**src/rtl/dio_pkg.sv**
```systemverilog
package dio_pkg;

  // Transaction phases, decoded from the serial stream
  typedef enum logic [2:0] {
    ST_CMD,
    ST_ADDR,
    ST_DUMMY,
    ST_DATA,
    ST_SKIP
  } dio_state_t;

  localparam logic [7:0] OPC_DUAL_READ = 8'hBB;
  localparam int         OPC_BITS      = 8;
  localparam int         BYTE_W        = 8;
  localparam int         PAIRS_PER_BYTE = BYTE_W / 2;

  // Bit positions inside the synchronized pin vector
  localparam int PIN_SCK = 0;
  localparam int PIN_CS  = 1;
  localparam int PIN_IO0 = 2;
  localparam int PIN_IO1 = 3;

endpackage

```
**src/rtl/dio_pin_sync.sv**
```systemverilog
module dio_pin_sync #(
  parameter int         STAGES  = 2,
  parameter int         W       = 4,
  parameter logic [W-1:0] RST_VAL = '0
) (
  input  logic         clk,
  input  logic         rst,
  input  logic [W-1:0] pins_in,
  output logic [W-1:0] pins_s,
  output logic         sck_rise,
  output logic         sck_fall
);

  logic [STAGES-1:0][W-1:0] pipe;
  logic                     sck_d;

  always_ff @(posedge clk) begin
    if (rst) begin
      pipe  <= {STAGES{RST_VAL}};
      sck_d <= RST_VAL[0];
    end else begin
      pipe  <= {pipe[STAGES-2:0], pins_in};
      sck_d <= pipe[STAGES-1][0];
    end
  end

  assign pins_s   = pipe[STAGES-1];
  assign sck_rise =  pipe[STAGES-1][0] & ~sck_d;
  assign sck_fall = ~pipe[STAGES-1][0] &  sck_d;

endmodule

```
**src/rtl/dio_ctrl.sv**
```systemverilog
module dio_ctrl
  import dio_pkg::*;
#(
  parameter int ADDR_W     = 24,
  parameter int MEM_AW     = 23,
  parameter int DUMMY_CLKS = 4
) (
  input  logic              clk,
  input  logic              rst,
  input  logic              cs_n_s,
  input  logic              io0_s,
  input  logic              io1_s,
  input  logic              sck_rise,
  input  logic              sck_fall,
  output logic              load_addr,
  output logic [MEM_AW-1:0] addr_val,
  output logic              shift_en,
  output logic              first_pair,
  output logic              advance
);

  localparam int ADDR_PAIRS = ADDR_W / 2;
  localparam int CNT_W      = $clog2(ADDR_PAIRS + 1);
  localparam int PAIR_W     = $clog2(PAIRS_PER_BYTE);

  dio_state_t              state;
  logic [CNT_W-1:0]        cnt;
  logic [PAIR_W-1:0]       pair;
  logic [OPC_BITS-2:0]     opc;
  logic [MEM_AW-3:0]       addr_sr;
  logic [OPC_BITS-1:0]     opc_full;

  assign opc_full   = {opc, io0_s};
  // older pairs shift out of the top, so only the low MEM_AW bits survive
  assign addr_val   = {addr_sr, io1_s, io0_s};
  assign load_addr  = (state == ST_ADDR) && sck_rise && (cnt == CNT_W'(ADDR_PAIRS - 1));
  assign shift_en   = (state == ST_DATA) && sck_fall;
  assign first_pair = (pair == '0);
  assign advance    = shift_en && (pair == PAIR_W'(PAIRS_PER_BYTE - 1));

  always_ff @(posedge clk) begin
    if (rst || cs_n_s) begin
      state   <= ST_CMD;
      cnt     <= '0;
      pair    <= '0;
      opc     <= '0;
      addr_sr <= '0;
    end else begin
      case (state)
        ST_CMD: if (sck_rise) begin
          opc <= opc_full[OPC_BITS-2:0];
          cnt <= cnt + 1'b1;
          if (cnt == CNT_W'(OPC_BITS - 1)) begin
            cnt   <= '0;
            state <= (opc_full == OPC_DUAL_READ) ? ST_ADDR : ST_SKIP;
          end
        end
        ST_ADDR: if (sck_rise) begin
          addr_sr <= addr_val[MEM_AW-3:0];
          cnt     <= cnt + 1'b1;
          if (load_addr) begin
            cnt   <= '0;
            state <= ST_DUMMY;
          end
        end
        ST_DUMMY: if (sck_rise) begin
          cnt <= cnt + 1'b1;
          if (cnt == CNT_W'(DUMMY_CLKS - 1)) begin
            cnt   <= '0;
            pair  <= '0;
            state <= ST_DATA;
          end
        end
        ST_DATA: if (sck_fall) pair <= pair + 1'b1;
        default: state <= ST_SKIP;
      endcase
    end
  end

endmodule

```
**src/rtl/dio_fetch.sv**
```systemverilog
module dio_fetch
  import dio_pkg::*;
#(
  parameter int MEM_AW = 23
) (
  input  logic              clk,
  input  logic              rst,
  input  logic              load_addr,
  input  logic [MEM_AW-1:0] addr_val,
  input  logic              advance,
  input  logic [BYTE_W-1:0] mem_rdata,
  output logic [MEM_AW-1:0] mem_addr,
  output logic [BYTE_W-1:0] next_byte
);

  logic [MEM_AW-1:0] ptr;
  logic              req, req_d;

  always_ff @(posedge clk) begin
    if (rst) begin
      ptr       <= '0;
      req       <= 1'b0;
      req_d     <= 1'b0;
      next_byte <= '0;
    end else begin
      req   <= 1'b0;
      req_d <= req;
      if (load_addr) begin
        ptr <= addr_val;
        req <= 1'b1;
      end else if (advance) begin
        ptr <= ptr + 1'b1;   // natural wrap at 2**MEM_AW
        req <= 1'b1;
      end
      if (req_d) next_byte <= mem_rdata;
    end
  end

  assign mem_addr = ptr;

endmodule

```
**src/rtl/dio_out_shift.sv**
```systemverilog
module dio_out_shift
  import dio_pkg::*;
(
  input  logic              clk,
  input  logic              rst,
  input  logic              clear,
  input  logic              shift_en,
  input  logic              first_pair,
  input  logic [BYTE_W-1:0] next_byte,
  output logic              io0_out,
  output logic              io0_oe,
  output logic              io1_out,
  output logic              io1_oe
);

  logic [BYTE_W-1:0] sr;
  logic [BYTE_W-1:0] src;

  assign src = first_pair ? next_byte : sr;

  always_ff @(posedge clk) begin
    if (rst || clear) begin
      sr      <= '0;
      io0_out <= 1'b0;
      io1_out <= 1'b0;
      io0_oe  <= 1'b0;
      io1_oe  <= 1'b0;
    end else if (shift_en) begin
      io1_out <= src[BYTE_W-1];
      io0_out <= src[BYTE_W-2];
      sr      <= {src[BYTE_W-3:0], 2'b00};
      io0_oe  <= 1'b1;
      io1_oe  <= 1'b1;
    end
  end

endmodule

```
**src/rtl/dual_io_read_slave.sv**
```systemverilog
module dual_io_read_slave
  import dio_pkg::*;
#(
  parameter int ADDR_W      = 24,
  parameter int MEM_AW      = 23,
  parameter int DUMMY_CLKS  = 4,
  parameter int SYNC_STAGES = 2
) (
  input  logic              clk,
  input  logic              rst,
  input  logic              sck_pin,
  input  logic              cs_n_pin,
  input  logic              io0_in,
  input  logic              io1_in,
  output logic              io0_out,
  output logic              io0_oe,
  output logic              io1_out,
  output logic              io1_oe,
  output logic [MEM_AW-1:0] mem_addr,
  input  logic [BYTE_W-1:0] mem_rdata
);

  localparam int PIN_W = 4;
  localparam logic [PIN_W-1:0] PIN_RST = PIN_W'(1) << PIN_CS;

  logic [PIN_W-1:0]  pins_s;
  logic              sck_rise, sck_fall;
  logic              load_addr, shift_en, first_pair, advance;
  logic [MEM_AW-1:0] addr_val;
  logic [BYTE_W-1:0] next_byte;

  dio_pin_sync #(.STAGES(SYNC_STAGES), .W(PIN_W), .RST_VAL(PIN_RST)) u_sync (
    .clk      (clk),
    .rst      (rst),
    .pins_in  ({io1_in, io0_in, cs_n_pin, sck_pin}),
    .pins_s   (pins_s),
    .sck_rise (sck_rise),
    .sck_fall (sck_fall)
  );

  dio_ctrl #(.ADDR_W(ADDR_W), .MEM_AW(MEM_AW), .DUMMY_CLKS(DUMMY_CLKS)) u_ctrl (
    .clk        (clk),
    .rst        (rst),
    .cs_n_s     (pins_s[PIN_CS]),
    .io0_s      (pins_s[PIN_IO0]),
    .io1_s      (pins_s[PIN_IO1]),
    .sck_rise   (sck_rise),
    .sck_fall   (sck_fall),
    .load_addr  (load_addr),
    .addr_val   (addr_val),
    .shift_en   (shift_en),
    .first_pair (first_pair),
    .advance    (advance)
  );

  dio_fetch #(.MEM_AW(MEM_AW)) u_fetch (
    .clk       (clk),
    .rst       (rst),
    .load_addr (load_addr),
    .addr_val  (addr_val),
    .advance   (advance),
    .mem_rdata (mem_rdata),
    .mem_addr  (mem_addr),
    .next_byte (next_byte)
  );

  dio_out_shift u_out (
    .clk        (clk),
    .rst        (rst),
    .clear      (pins_s[PIN_CS]),
    .shift_en   (shift_en),
    .first_pair (first_pair),
    .next_byte  (next_byte),
    .io0_out    (io0_out),
    .io0_oe     (io0_oe),
    .io1_out    (io1_out),
    .io1_oe     (io1_oe)
  );

endmodule

```
**config.mk**
```make
export PLATFORM = sky130hd
export DESIGN_NAME = dual_io_read_slave
export DESIGN_NICKNAME = d
export VERILOG_FILES = /design/src/rtl/dio_pkg.sv /design/src/rtl/dio_pin_sync.sv /design/src/rtl/dio_ctrl.sv /design/src/rtl/dio_fetch.sv /design/src/rtl/dio_out_shift.sv /design/src/rtl/dual_io_read_slave.sv
export SDC_FILE = /design/constraint.sdc
export NUM_CORES = 1
export LEC_CHECK = 0
export BUFFER_PORTS_ARGS = -buffer_cell sky130_fd_sc_hd__buf_2
export CORE_MARGIN = 3
export CORE_UTILIZATION = 35
export DETAILED_ROUTE_END_ITERATION = 7
export PLACE_DENSITY = 0.51
export RECOVER_POWER = 50
export SLEW_MARGIN = 20
export SYNTH_ARGS = -nofsm -noshare
export SYNTH_HDL_FRONTEND = slang
export SYNTH_SLANG_ARGS = --single-unit
```
**constraint.sdc**
```tcl
create_clock -name clk -period 2.1 [get_ports clk]
set_clock_uncertainty 0.1 [all_clocks]
set_input_delay 0.105 -clock clk [delete_from_list [all_inputs] [get_ports clk]]
set_output_delay 0.105 -clock clk [all_outputs]
set_load 0.01 [all_outputs]
```
==> impl_metrics.json, run 1 <==
{
  "dp_hpwl_um": 7310,
  "min_path_type": "in2reg",
  "syn2layout_area_growth_pct": 20.7,
  "cts_num_sinks": 88,
  "worst_setup_path_start_kind": "flip-flop",
  "core_area_um2": 11000,
  "worst_skew_pair.late_latency_ns": 0.34,
  "finalWorstSetupSlack_ns": 0.0959,
  "cp_num_cells": 4,
  "fin_crit_sh_pct": 95.4,
  "endpoint": "u_fetch.mem_addr[18]",
  "ys_types": 62,
  "h-tree-depth": 3,
  "synthCells": 474,
  "numCtsBuffers": 9,
  "grt_pass1_vias": 3420,
  "crit_slowest_cell": "or4_1",
  "grt.total_usage_pct": 16.5,
  "startpoint": "u_fetch.mem_addr[8]",
  "leakagePower_nw": 1.65,
  "antenna_found_initial": 0,
  "antenna_cells": 0,
  "ys_seq_elements": 88,
  "routabilityCongestion": 0.824,
  "power.switching_fraction_pct": 21.6,
  "ir_drop_uv": 464,
  "yosys-top-cells-area": "dfxtp_1 (44%), nand2_1 (6.4%), a21oi_1 (4.6%)",
  "grt_max_degree": 47,
  "crit_buf_inv": 0,
  "postRouteAntennaNets": 0,
  "worstPathArrival_ns": 2.16,
  "dpl.cell_count": 653,
  "setup_violations": 0,
  "seqCellArea_um2": 1760,
  "ctsRootBufferMaster": "clkbuf_16",
  "final_cell_count_no_fill": 681,
  "wl_per_cell_um": 15.3,
  "synth-edff-count": 0,
  "nFillCells": 1134,
  "final_hold_viol_count": 0,
  "clock_power_share_pct": 47.8,
  "clock.fmax_mhz": 499,
  "grt_overflow": 0,
  "end_kind": "flip-flop",
  "path_cells": "nand3_1 -> or4_1 -> or4_1 -> a311oi_1",
  "tightest_slew_ns": 0.796,
  "slowest_delay_ns": 0.57,
  "critPathKind": "reg2reg",
  "via_per_inst": 5.38,
  "cpLargestDelayFamily": "simple AND/OR/NAND/NOR gates",
  "rows": 38,
  "die_area_um2": 12800,
  "die_x_um": 113,
  "synth_nets": 492,
  "place_ws_ns": 0.0394,
  "synth_top_flop_cell": "dfxtp_1",
  "power.internal_mw": 2.63,
  "ys_seq_area_share_pct": 43.8,
  "synth_top_cell_area_share_pct": 43.8,
  "crit_top_cell": "or4_1",
  "rsz0062_at_grt": "false",
  "drtPass1Iterations": 4,
  "cellPowerDensity_nw_per_um2": 692,
  "path_clk_slew_ns": 0.07,
  "io_buffers": 40,
  "initial_core_util_pct": 36.4,
  "syn_area_per_cell_um2": 8.48,
  "maxSlewHeadroom_pct": 47.0,
  "reg2reg_depth": 4,
  "r2r_slack_ns": 0.1,
  "syn_area_um2": 4020,
  "ioPinCount": 41,
  "combPwrFrac_pct": 2.1,
  "period_minus_slack_ns": 2.00,
  "drive_gt1_share_pct": 13.7,
  "yosys_warnings": 0,
  "clock_path_buffers": 2,
  "cts_tree": "done",
  "dr.first_iter.drc_count": 212,
  "p_sw_mw": 0.726,
  "crit_fanout": 6,
  "multiInputGateArea_um2": 2070,
  "synth_area_leader_cell": "dfxtp_1",
  "async_reset_ff_share_pct": 0,
  "reg2reg_to": "u_fetch.mem_addr[18]",
  "num_vias": 3664,
  "r2r_start": "u_fetch.mem_addr[8]",
  "slew_viol_final": 0,
  "postCtsSetupBuffers": 0,
  "outcome": "finished clean",
  "required_ns": 2.26,
  "grt_first_pass_wirelength_um": 17000,
  "tns_ns": 0,
  "nets": 554,
  "maxCapViolCount": 0,
  "dieHeight_um": 113,
  "wl_um": 10400,
  "drc": 0,
  "p_seq_share_pct": 50.1
}
-- cells in the final DEF, fill, tap and decap left out, types with 4 or more instances in the layout --
cell	count
a211oi_1	11
or4_1	7
nor2_1	43
and3_1	5
nand3_1	21
a31oi_1	4
ha_1	4
o31ai_1	8
o21ai_0	7
mux2i_1	16
nand2_1	68
nor4_1	10
inv_1	7
and4_1	5
clkbuf_16	9
nor3b_1	4
a311oi_1	8
clkbuf_1	28
dlygate4sd3_1	12
nand3b_1	4
buf_2	19
dfxtp_1	87
a21oi_1	37
buf_4	23
nor3_1	9
nand2b_1	7
nor2b_1	11
nand4_1	7
-- layout make-up --
class / instances / share of cell area [%]
clock buffer: 9 / 4.64
clock inverter: 7 / 1.47
inverter: 7 / 0.542
multi-input combinational: 346 / 42.7
sequential: 88 / 36.3
tap: 140 / 3.61
timing repair buffer: 84 / 10.7
-- sequential cells by signal, indices dropped and copies added (netlist names), 2 cells and up --
signal             cells
u_fetch.next_byte      8
u_ctrl.pair            2
u_ctrl.addr_sr        21
u_sync.pipe            4
u_ctrl.cnt             4
u_sync.pins_s          4
u_ctrl.state           3
u_fetch.mem_addr      23
u_out.sr               6
u_ctrl.opc             7
-- metal layers --
layer / vias to the layer above / routed length (um) / share of wire, % / global-route usage [%]
met2: 72 / 4780 / 46 / 26.1
met5: - / 0 / 0 / 0
met1: 1741 / 4970 / 48 / 22.1
met3: 13 / 500 / 4.8 / 3.16
met4: 0 / 181 / 1.7 / 6.81
li1: 1838 / - / - / -
-- worst min path at each step --
stage | startpoint | to | slack (ns) | cells after the start
global placement | cs_n_pin | u_sync.pipe[1] | 0.19 | 2
finish | rst | u_fetch.next_byte[5] | 0.23 | 3
global route | rst | u_fetch.next_byte[5] | 0.26 | 3
floorplan | cs_n_pin | u_sync.pipe[1] | 0.11 | 1
CTS | rst | u_fetch.next_byte[5] | 0.23 | 3
detailed placement | cs_n_pin | u_sync.pipe[1] | 0.19 | 2
-- synth_stat cells (2+ instances only) --
library cell,instances
a211oi_1,11
a21oi_1,37
a22oi_1,3
a311oi_1,8
a31oi_1,4
and2_1,3
and3_1,6
and3b_1,2
and4_1,5
and4_2,2
buf_2,4
buf_4,3
clkbuf_1,21
dfxtp_1,88
ha_1,4
inv_1,7
mux2i_1,16
nand2_1,68
nand2b_1,7
nand3_1,21
nand3b_1,4
nand4_1,7
nand4_2,2
nand4b_1,2
nor2_1,43
nor2b_1,11
nor3_1,9
nor3b_1,4
nor4_1,10
o211ai_1,3
o21ai_0,7
o2bb2ai_1,2
o31ai_1,8
or2_2,4
or3_1,3
or4_1,7
xnor2_1,3
-- stage by stage --
step	area, um2	hold slack (ns)	power, mW	util, %
final	4850	0.232	3.36	44.0
after CTS	4900	0.230	3.41	44.4
after floorplan	4020	0.109	1.75	-
after global placement	4480	0.189	1.77	40.6
after global routing	4850	0.258	3.47	44.0
after detailed placement	4480	0.194	1.77	40.6
-- cells by family after synthesis --
group | count (synthesis) | synth area share, %
and+or+nand+nor | 224 | 29.0
xor gates and xnor gates | 3 | 0.654
adders and majority gates | 4 | 1.25
DFF | 88 | 43.8
AOI/OAI and AO/OA | 98 | 16.2
buffers and inverters | 40 | 4.80
muxes | 17 | 4.27
-- worst min-delay path, stage by stage --
cell	delay, ns
buf_2	0.10
buf_4	0.29
nor2_1	0.14
-- power groups by stage --
stage / Combinational, mW / Clock, mW / Sequential, mW
3_5_place_dp: 0.0553 / 0 / 1.72
4_1_cts: 0.0719 / 1.65 / 1.68
6_report: 0.0715 / 1.61 / 1.68
3_3_place_gp: 0.0543 / 0 / 1.72
5_1_grt: 0.0785 / 1.72 / 1.68
2_1_floorplan: 0.0344 / 0 / 1.72
-- what timing repair did --
action                     CTS  global route
resized for setup            0             5
hold endpoints to repair    12             0
hold buffers                12             0
setup endpoints to repair    0             7
Power figures use the tool's default switching activity.
==> run 2: changes to the inputs <==
--- a/config.mk
+++ b/config.mk
@@ -5,6 +5,7 @@
 export SDC_FILE = /design/constraint.sdc
 export NUM_CORES = 1
 export LEC_CHECK = 0
+export ABC_AREA = 1
 export BUFFER_PORTS_ARGS = -buffer_cell sky130_fd_sc_hd__buf_2
 export CORE_MARGIN = 3
 export CORE_UTILIZATION = 35
==> run 2 against run 1 <==
Effect of this change: worst setup slack improved by 0.15 ns; utilization fell by 1.5 points; flip-flop and latch count did not move; global-route usage fell by 0.32 points; cell count rose by 15%; die area rose by 1.5%; count of clock-buffer cells in the layout rose by 1; first-iteration DRC count fell by 1.9%; wire length fell by 4.2%; sequential share of layout area rose by 0.92 points; via count rose by 1.8%; largest power group unchanged.
==> impl_metrics.json, run 2 <==
{
  "end_kind": "flip-flop",
  "crit_fanout": 5,
  "dpl.cell_count": 755,
  "drtPass1Iterations": 7,
  "tns_ns": 0,
  "grt_overflow": 0,
  "drive_gt1_share_pct": 7.19,
  "synth_area_leader_cell": "dfxtp_1",
  "clock_power_share_pct": 44.6,
  "synthCells": 589,
  "path_clk_slew_ns": 0.06,
  "ys_types": 40,
  "cts_tree": "done",
  "critPathKind": "reg2reg",
  "fin_crit_sh_pct": 88.5,
  "h-tree-depth": 3,
  "rows": 38,
  "die_area_um2": 13000,
  "postCtsSetupBuffers": 0,
  "fin_area_um2": 4730,
  "synthTopCellsByCount": "nor2_1 (111), nand2_1 (104), dfxtp_1 (88), inv_1 (70), o21ai_0 (60)",
  "nets": 657,
  "cts-hold-fix-buffers": 13,
  "core_area_um2": 11100,
  "p_seq_share_pct": 52.8,
  "required_ns": 2.24,
  "p_sw_mw": 0.670,
  "synth-edff-count": 0,
  "path_cells": "ha_1 -> nand2_1 -> nor2_1 -> nand2_1 -> nor2_1 -> nand2_1 -> xnor2_1 -> nand2_1 -> nand2_1",
  "via_per_inst": 4.78,
  "dr.first_iter.drc_count": 208,
  "fin_util_pct": 42.5,
  "grt_pass1_vias": 3486,
  "maxCapViolCount": 0,
  "ctsRootBufferMaster": "clkbuf_16",
  "synth_top_flop_cell": "dfxtp_1",
  "crit_buf_inv": 0,
  "drc": 0,
  "clock.fmax_mhz": 538,
  "power.internal_mw": 2.52,
  "ys_seq_elements": 88,
  "routabilityCongestion": 0.826,
  "final_cell_count_no_fill": 780,
  "grt_max_degree": 33,
  "io_buffers": 40,
  "dieHeight_um": 114,
  "postRouteAntennaNets": 0,
  "period_minus_slack_ns": 1.86,
  "nFillCells": 1201,
  "power_mw": 3.19,
  "rsz0062_at_grt": "false",
  "leakagePower_nw": 2.00,
  "antenna_cells": 0,
  "tightest_slew_ns": 0.661,
  "dp_hpwl_um": 7100,
  "die_x_um": 114,
  "wl_um": 9990,
  "slowest_delay_ns": 0.41,
  "final_hold_viol_count": 0,
  "synth_top_cell_area_share_pct": 43.2,
  "worst_skew_pair.late_latency_ns": 0.34,
  "syn_area_um2": 4080,
  "wl_per_cell_um": 12.8,
  "cts_num_sinks": 88,
  "num_vias": 3731,
  "largest_register_ffs": 23,
  "cts-resized-gates": 0,
  "initial_core_util_pct": 36.7,
  "clock_path_buffers": 2,
  "async_reset_ff_share_pct": 0,
  "grt_first_pass_wirelength_um": 16800,
  "whs_ns": 0.305,
  "yosys_warnings": 0,
  "ys_seq_area_share_pct": 43.2,
  "antenna_found_initial": 0,
  "synth_nets": 607,
  "ir_drop_uv": 473,
  "ioPinCount": 41,
  "power.switching_fraction_pct": 21.0,
  "yosysMostFrequentCell": "nor2_1",
  "grt.total_usage_pct": 16.2,
  "syn2layout_area_growth_pct": 15.8,
  "place_ws_ns": 0.244,
  "worstPathArrival_ns": 2.00,
  "combPwrFrac_pct": 2.7,
  "placed_area_um2": 4390,
  "maxSlewHeadroom_pct": 55.9,
  "syn_area_per_cell_um2": 6.93,
  "crit_top_cell": "nand2_1",
  "worst_setup_path_start_kind": "flip-flop",
  "setup_violations": 0,
  "cellPowerDensity_nw_per_um2": 674,
  "cpLargestDelayFamily": "simple AND/OR/NAND/NOR gates",
  "yosys-top-cells-area": "dfxtp_1 (43%), nor2_1 (10%), nand2_1 (9.6%)",
  "mostFrequentLayoutCells": "nor2_1 (111), nand2_1 (104), dfxtp_1 (88)",
  "finalWorstSetupSlack_ns": 0.243,
  "final_common_cell": "nor2_1",
  "outcome": "finished clean",
  "numCtsBuffers": 9,
  "min_path_type": "reg2reg",
  "crit_slowest_cell": "dfxtp_1",
  "slew_viol_final": 0
}
[run 2: cell types whose count changed after synthesis, moves of 9 or more]
cell / before / now
clkbuf_1: 21 / 8
o21ai_0: 7 / 60
nor2_1: 43 / 111
nor4_1: 10 / 1
inv_1: 7 / 70
mux2i_1: 16 / 0
nand2_1: 68 / 104
nand3_1: 21 / 39
nor2b_1: 11 / 0
[run 2: cells by family (layout without fill, tap and decap cells)]
kind of cell	after synthesis	in the layout	share of synthesized area, %
AND/OR/NAND/NOR	277	277	29.2
AO/OA/AOI/OAI	120	120	15.6
buffers and inverters	94	145	9.50
flip-flops	88	88	43.2
XOR/XNOR	6	6	1.29
adder cells (fa/ha/maj)	4	4	1.23
[run 2: metal layers]
metal | GRT usage (%) | part of all wire (%) | wire [um] | up-vias
li1 | - | - | - | 1980
met1 | 20.7 | 48 | 4830 | 1672
met2 | 26.1 | 46 | 4630 | 67
met3 | 4.51 | 3.8 | 379 | 12
met4 | 5.78 | 1.5 | 148 | 0
met5 | 0 | 0 | 0 | -
[run 2: area by class of cell]
type	count	area (um2)	area share [%]
Multi-Input combinational cell	407	1930	40.9
Sequential cell	88	1760	37.3
Inverter	75	283	5.98
Tap cell	140	175	3.70
Clock inverter	2	10.0	0.212
Clock buffer	10	239	5.05
Timing Repair Buffer	58	328	6.93
[run 2: final timing paths]
check	startpoint	slack, ns	to	cells past startpoint
setup reg to reg	u_fetch.mem_addr[1]	0.24	u_fetch.mem_addr[20]	9
setup / recovery	u_fetch.mem_addr[1]	0.24	u_fetch.mem_addr[20]	9
hold reg to reg	u_sync.pipe[2]	0.31	u_sync.pins_s[2]	2
hold / removal	u_sync.pipe[2]	0.31	u_sync.pins_s[2]	2
[run 2: power by group through the flow]
stage               Sequential (mW)  Clock (mW)  Combinational (mW)
floorplan                      1.72           0              0.0387
global placement               1.72           0              0.0676
detailed placement             1.72           0              0.0680
CTS                            1.68        1.48              0.0863
global route                   1.68        1.54              0.0950
finish                         1.68        1.42              0.0849
[run 2: worst register-to-register path, cell delays in order (launching register included)]
cell,delay (ns)
dfxtp_1,0.41
ha_1,0.22
nand2_1,0.08
nor2_1,0.23
nand2_1,0.13
nor2_1,0.24
nand2_1,0.11
xnor2_1,0.13
nand2_1,0.06
nand2_1,0.04
==> run 3: changes to the inputs <==
--- a/config.mk
+++ b/config.mk
@@ -6,11 +6,12 @@
 export NUM_CORES = 1
 export LEC_CHECK = 0
 export ABC_AREA = 1
-export BUFFER_PORTS_ARGS = -buffer_cell sky130_fd_sc_hd__buf_2
+export ABC_CLOCK_PERIOD_IN_PS = 2100
+export BUFFER_PORTS_ARGS = -buffer_cell sky130_fd_sc_hd__buf_4
 export CORE_MARGIN = 3
-export CORE_UTILIZATION = 35
+export CORE_UTILIZATION = 59
 export DETAILED_ROUTE_END_ITERATION = 7
-export PLACE_DENSITY = 0.51
+export PLACE_DENSITY = 0.79
 export RECOVER_POWER = 50
 export SLEW_MARGIN = 20
 export SYNTH_ARGS = -nofsm -noshare
==> run 3 against run 2 <==
Effect of this change: register-to-register slack worse by 0.08 ns; flip-flop and latch count unchanged; count of clock-buffer cells in the layout unchanged; hold slack better by 0.0041 ns; wire length is 3.1% lower; final area decreased by 2.3%; worst setup slack got worse by 0.088 ns; sequential share of layout area up 0.87 points; combinational power is 9.0% higher; largest cell class unchanged.
==> impl_metrics.json, run 3 (synthesized netlist as in run 2, its figures left out) <==
{
  "end_kind": "flip-flop",
  "grt_pass1_vias": 3564,
  "worst_skew_pair.late_latency_ns": 0.36,
  "numCtsBuffers": 9,
  "path_cells": "dlygate4sd3_1 -> buf_4 -> nor2_1 -> clkbuf_1 -> o21ai_0 -> nor2_1",
  "final_common_cell": "nor2_1",
  "cpLargestDelayFamily": "buffers and inverters",
  "grt.total_usage_pct": 25.6,
  "cellPowerDensity_nw_per_um2": 624,
  "crit_fanout": 21,
  "cts_tree": "done",
  "min_path_type": "reg2reg",
  "worst_setup_path_start_kind": "input port",
  "drive_gt1_share_pct": 7.45,
  "ioPinCount": 41,
  "setup_violations": 0,
  "placed_area_um2": 4410,
  "required_ns": 2.29,
  "ir_drop_uv": 498,
  "drc": 0,
  "postCtsSetupBuffers": 0,
  "rows": 29,
  "antenna_cells": 0,
  "grt_overflow": 0,
  "final_hold_viol_count": 0,
  "cts_num_sinks": 88,
  "slew_viol_final": 0,
  "h-tree-depth": 3,
  "crit_top_cell": "nor2_1",
  "clock_path_buffers": 2,
  "initial_core_util_pct": 62.5,
  "drtPass1Iterations": 5,
  "slowest_delay_ns": 0.54,
  "grt_first_pass_wirelength_um": 16000,
  "maxSlewHeadroom_pct": 57.5,
  "path_clk_slew_ns": 0.09,
  "nFillCells": 597,
  "dieHeight_um": 89.2,
  "period_minus_slack_ns": 1.95,
  "clock.fmax_mhz": 514,
  "wl_per_cell_um": 13.4,
  "critPathKind": "in2reg",
  "wl_um": 9690,
  "die_area_um2": 7950,
  "nets": 657,
  "dp_hpwl_um": 6860,
  "antenna_found_initial": 0,
  "ctsRootBufferMaster": "clkbuf_8",
  "crit_buf_inv": 3,
  "worstPathArrival_ns": 2.13,
  "num_vias": 3864,
  "crit_slowest_cell": "dlygate4sd3_1",
  "mostFrequentLayoutCells": "nor2_1 (111), nand2_1 (104), dfxtp_1 (88)",
  "r2r_slack_ns": 0.16,
  "core_area_um2": 6530,
  "grt_max_degree": 33,
  "maxCapViolCount": 0,
  "tns_ns": 0,
  "fin_area_um2": 4620,
  "outcome": "finished clean",
  "routabilityCongestion": 0.861,
  "rsz0062_at_grt": "false",
  "postRouteAntennaNets": 0,
  "via_per_inst": 5.36,
  "die_x_um": 89.2,
  "io_buffers": 40,
  "largest_register_ffs": 23,
  "fin_crit_sh_pct": 92.6,
  "dr.first_iter.drc_count": 276,
  "leakagePower_nw": 1.98,
  "syn2layout_area_growth_pct": 13.2,
  "tightest_slew_ns": 0.637
}
==> run 3: routing by layer <==
| metal | vias up | wire length [um] | part of all wire (%) | global-route usage (%) |
|---|---|---|---|---|
| met3 | 11 | 424 | 4.4 | 4.98 |
| met2 | 87 | 4560 | 47 | 42.3 |
| li1 | 1986 | - | - | - |
| met1 | 1780 | 4600 | 48 | 33.8 |
| met4 | 0 | 99 | 1.0 | 8.25 |
| met5 | - | 0 | 0 | 0 |
==> run 3: power breakdown <==
part	total (mW)	internal (mW)	switching (mW)
combinational	0.0925	0.0446	0.0479
sequential	1.68	1.68	0.00405
clock	1.11	0.479	0.632
total	2.88	2.20	0.684
==> run 3: metrics by stage <==
stage / power (mW) / hold WS (ns) / util [%] / cells / setup slack (ns)
finish: 2.88 / 0.310 / 70.7 / 721 / 0.154
global route: 2.99 / 0.331 / 70.7 / 721 / 0.0191
CTS: 2.90 / 0.315 / 72.5 / 721 / 0.170
detailed placement: 1.79 / 0.194 / 67.5 / 691 / 0.191
global placement: 1.79 / 0.191 / 67.5 / 691 / 0.208
floorplan: 1.76 / 0.109 / - / 589 / 0.515
==> run 3: path summary, 6_finish.rpt <==
path / to / from / cells past startpoint
hold reg to reg: u_sync.pins_s[2] / u_sync.pipe[2] / 2
setup reg to reg: u_fetch.mem_addr[20] / u_fetch.mem_addr[1] / 9
setup / recovery: u_ctrl.pair[0] / rst / 6
hold / removal: u_sync.pins_s[2] / u_sync.pipe[2] / 2
==> run 3: worst register-to-register path, delay by kind of cell (launching register included) <==
family | cells | cell delay (ns)
fa+ha+maj | 1 | 0.22
xor+xnor | 1 | 0.14
flops | 1 | 0.41
simple gates | 7 | 0.96
==> run 3: cell type report <==
type	count	area, um2	share of cell area [%]
multi-input combinational	407	1930	41.8
sequential	88	1760	38.1
timing repair buffer	58	359	7.77
inverter	75	283	6.12
clock buffer	10	138	2.98
tap	77	96.3	2.09
clock inverter	6	51.3	1.11
==> run 3: timing repair <==
action	CTS	global route
hold endpoints to repair	14	0
resized for setup	0	0
hold buffers	14	0
setup endpoints to repair	0	0
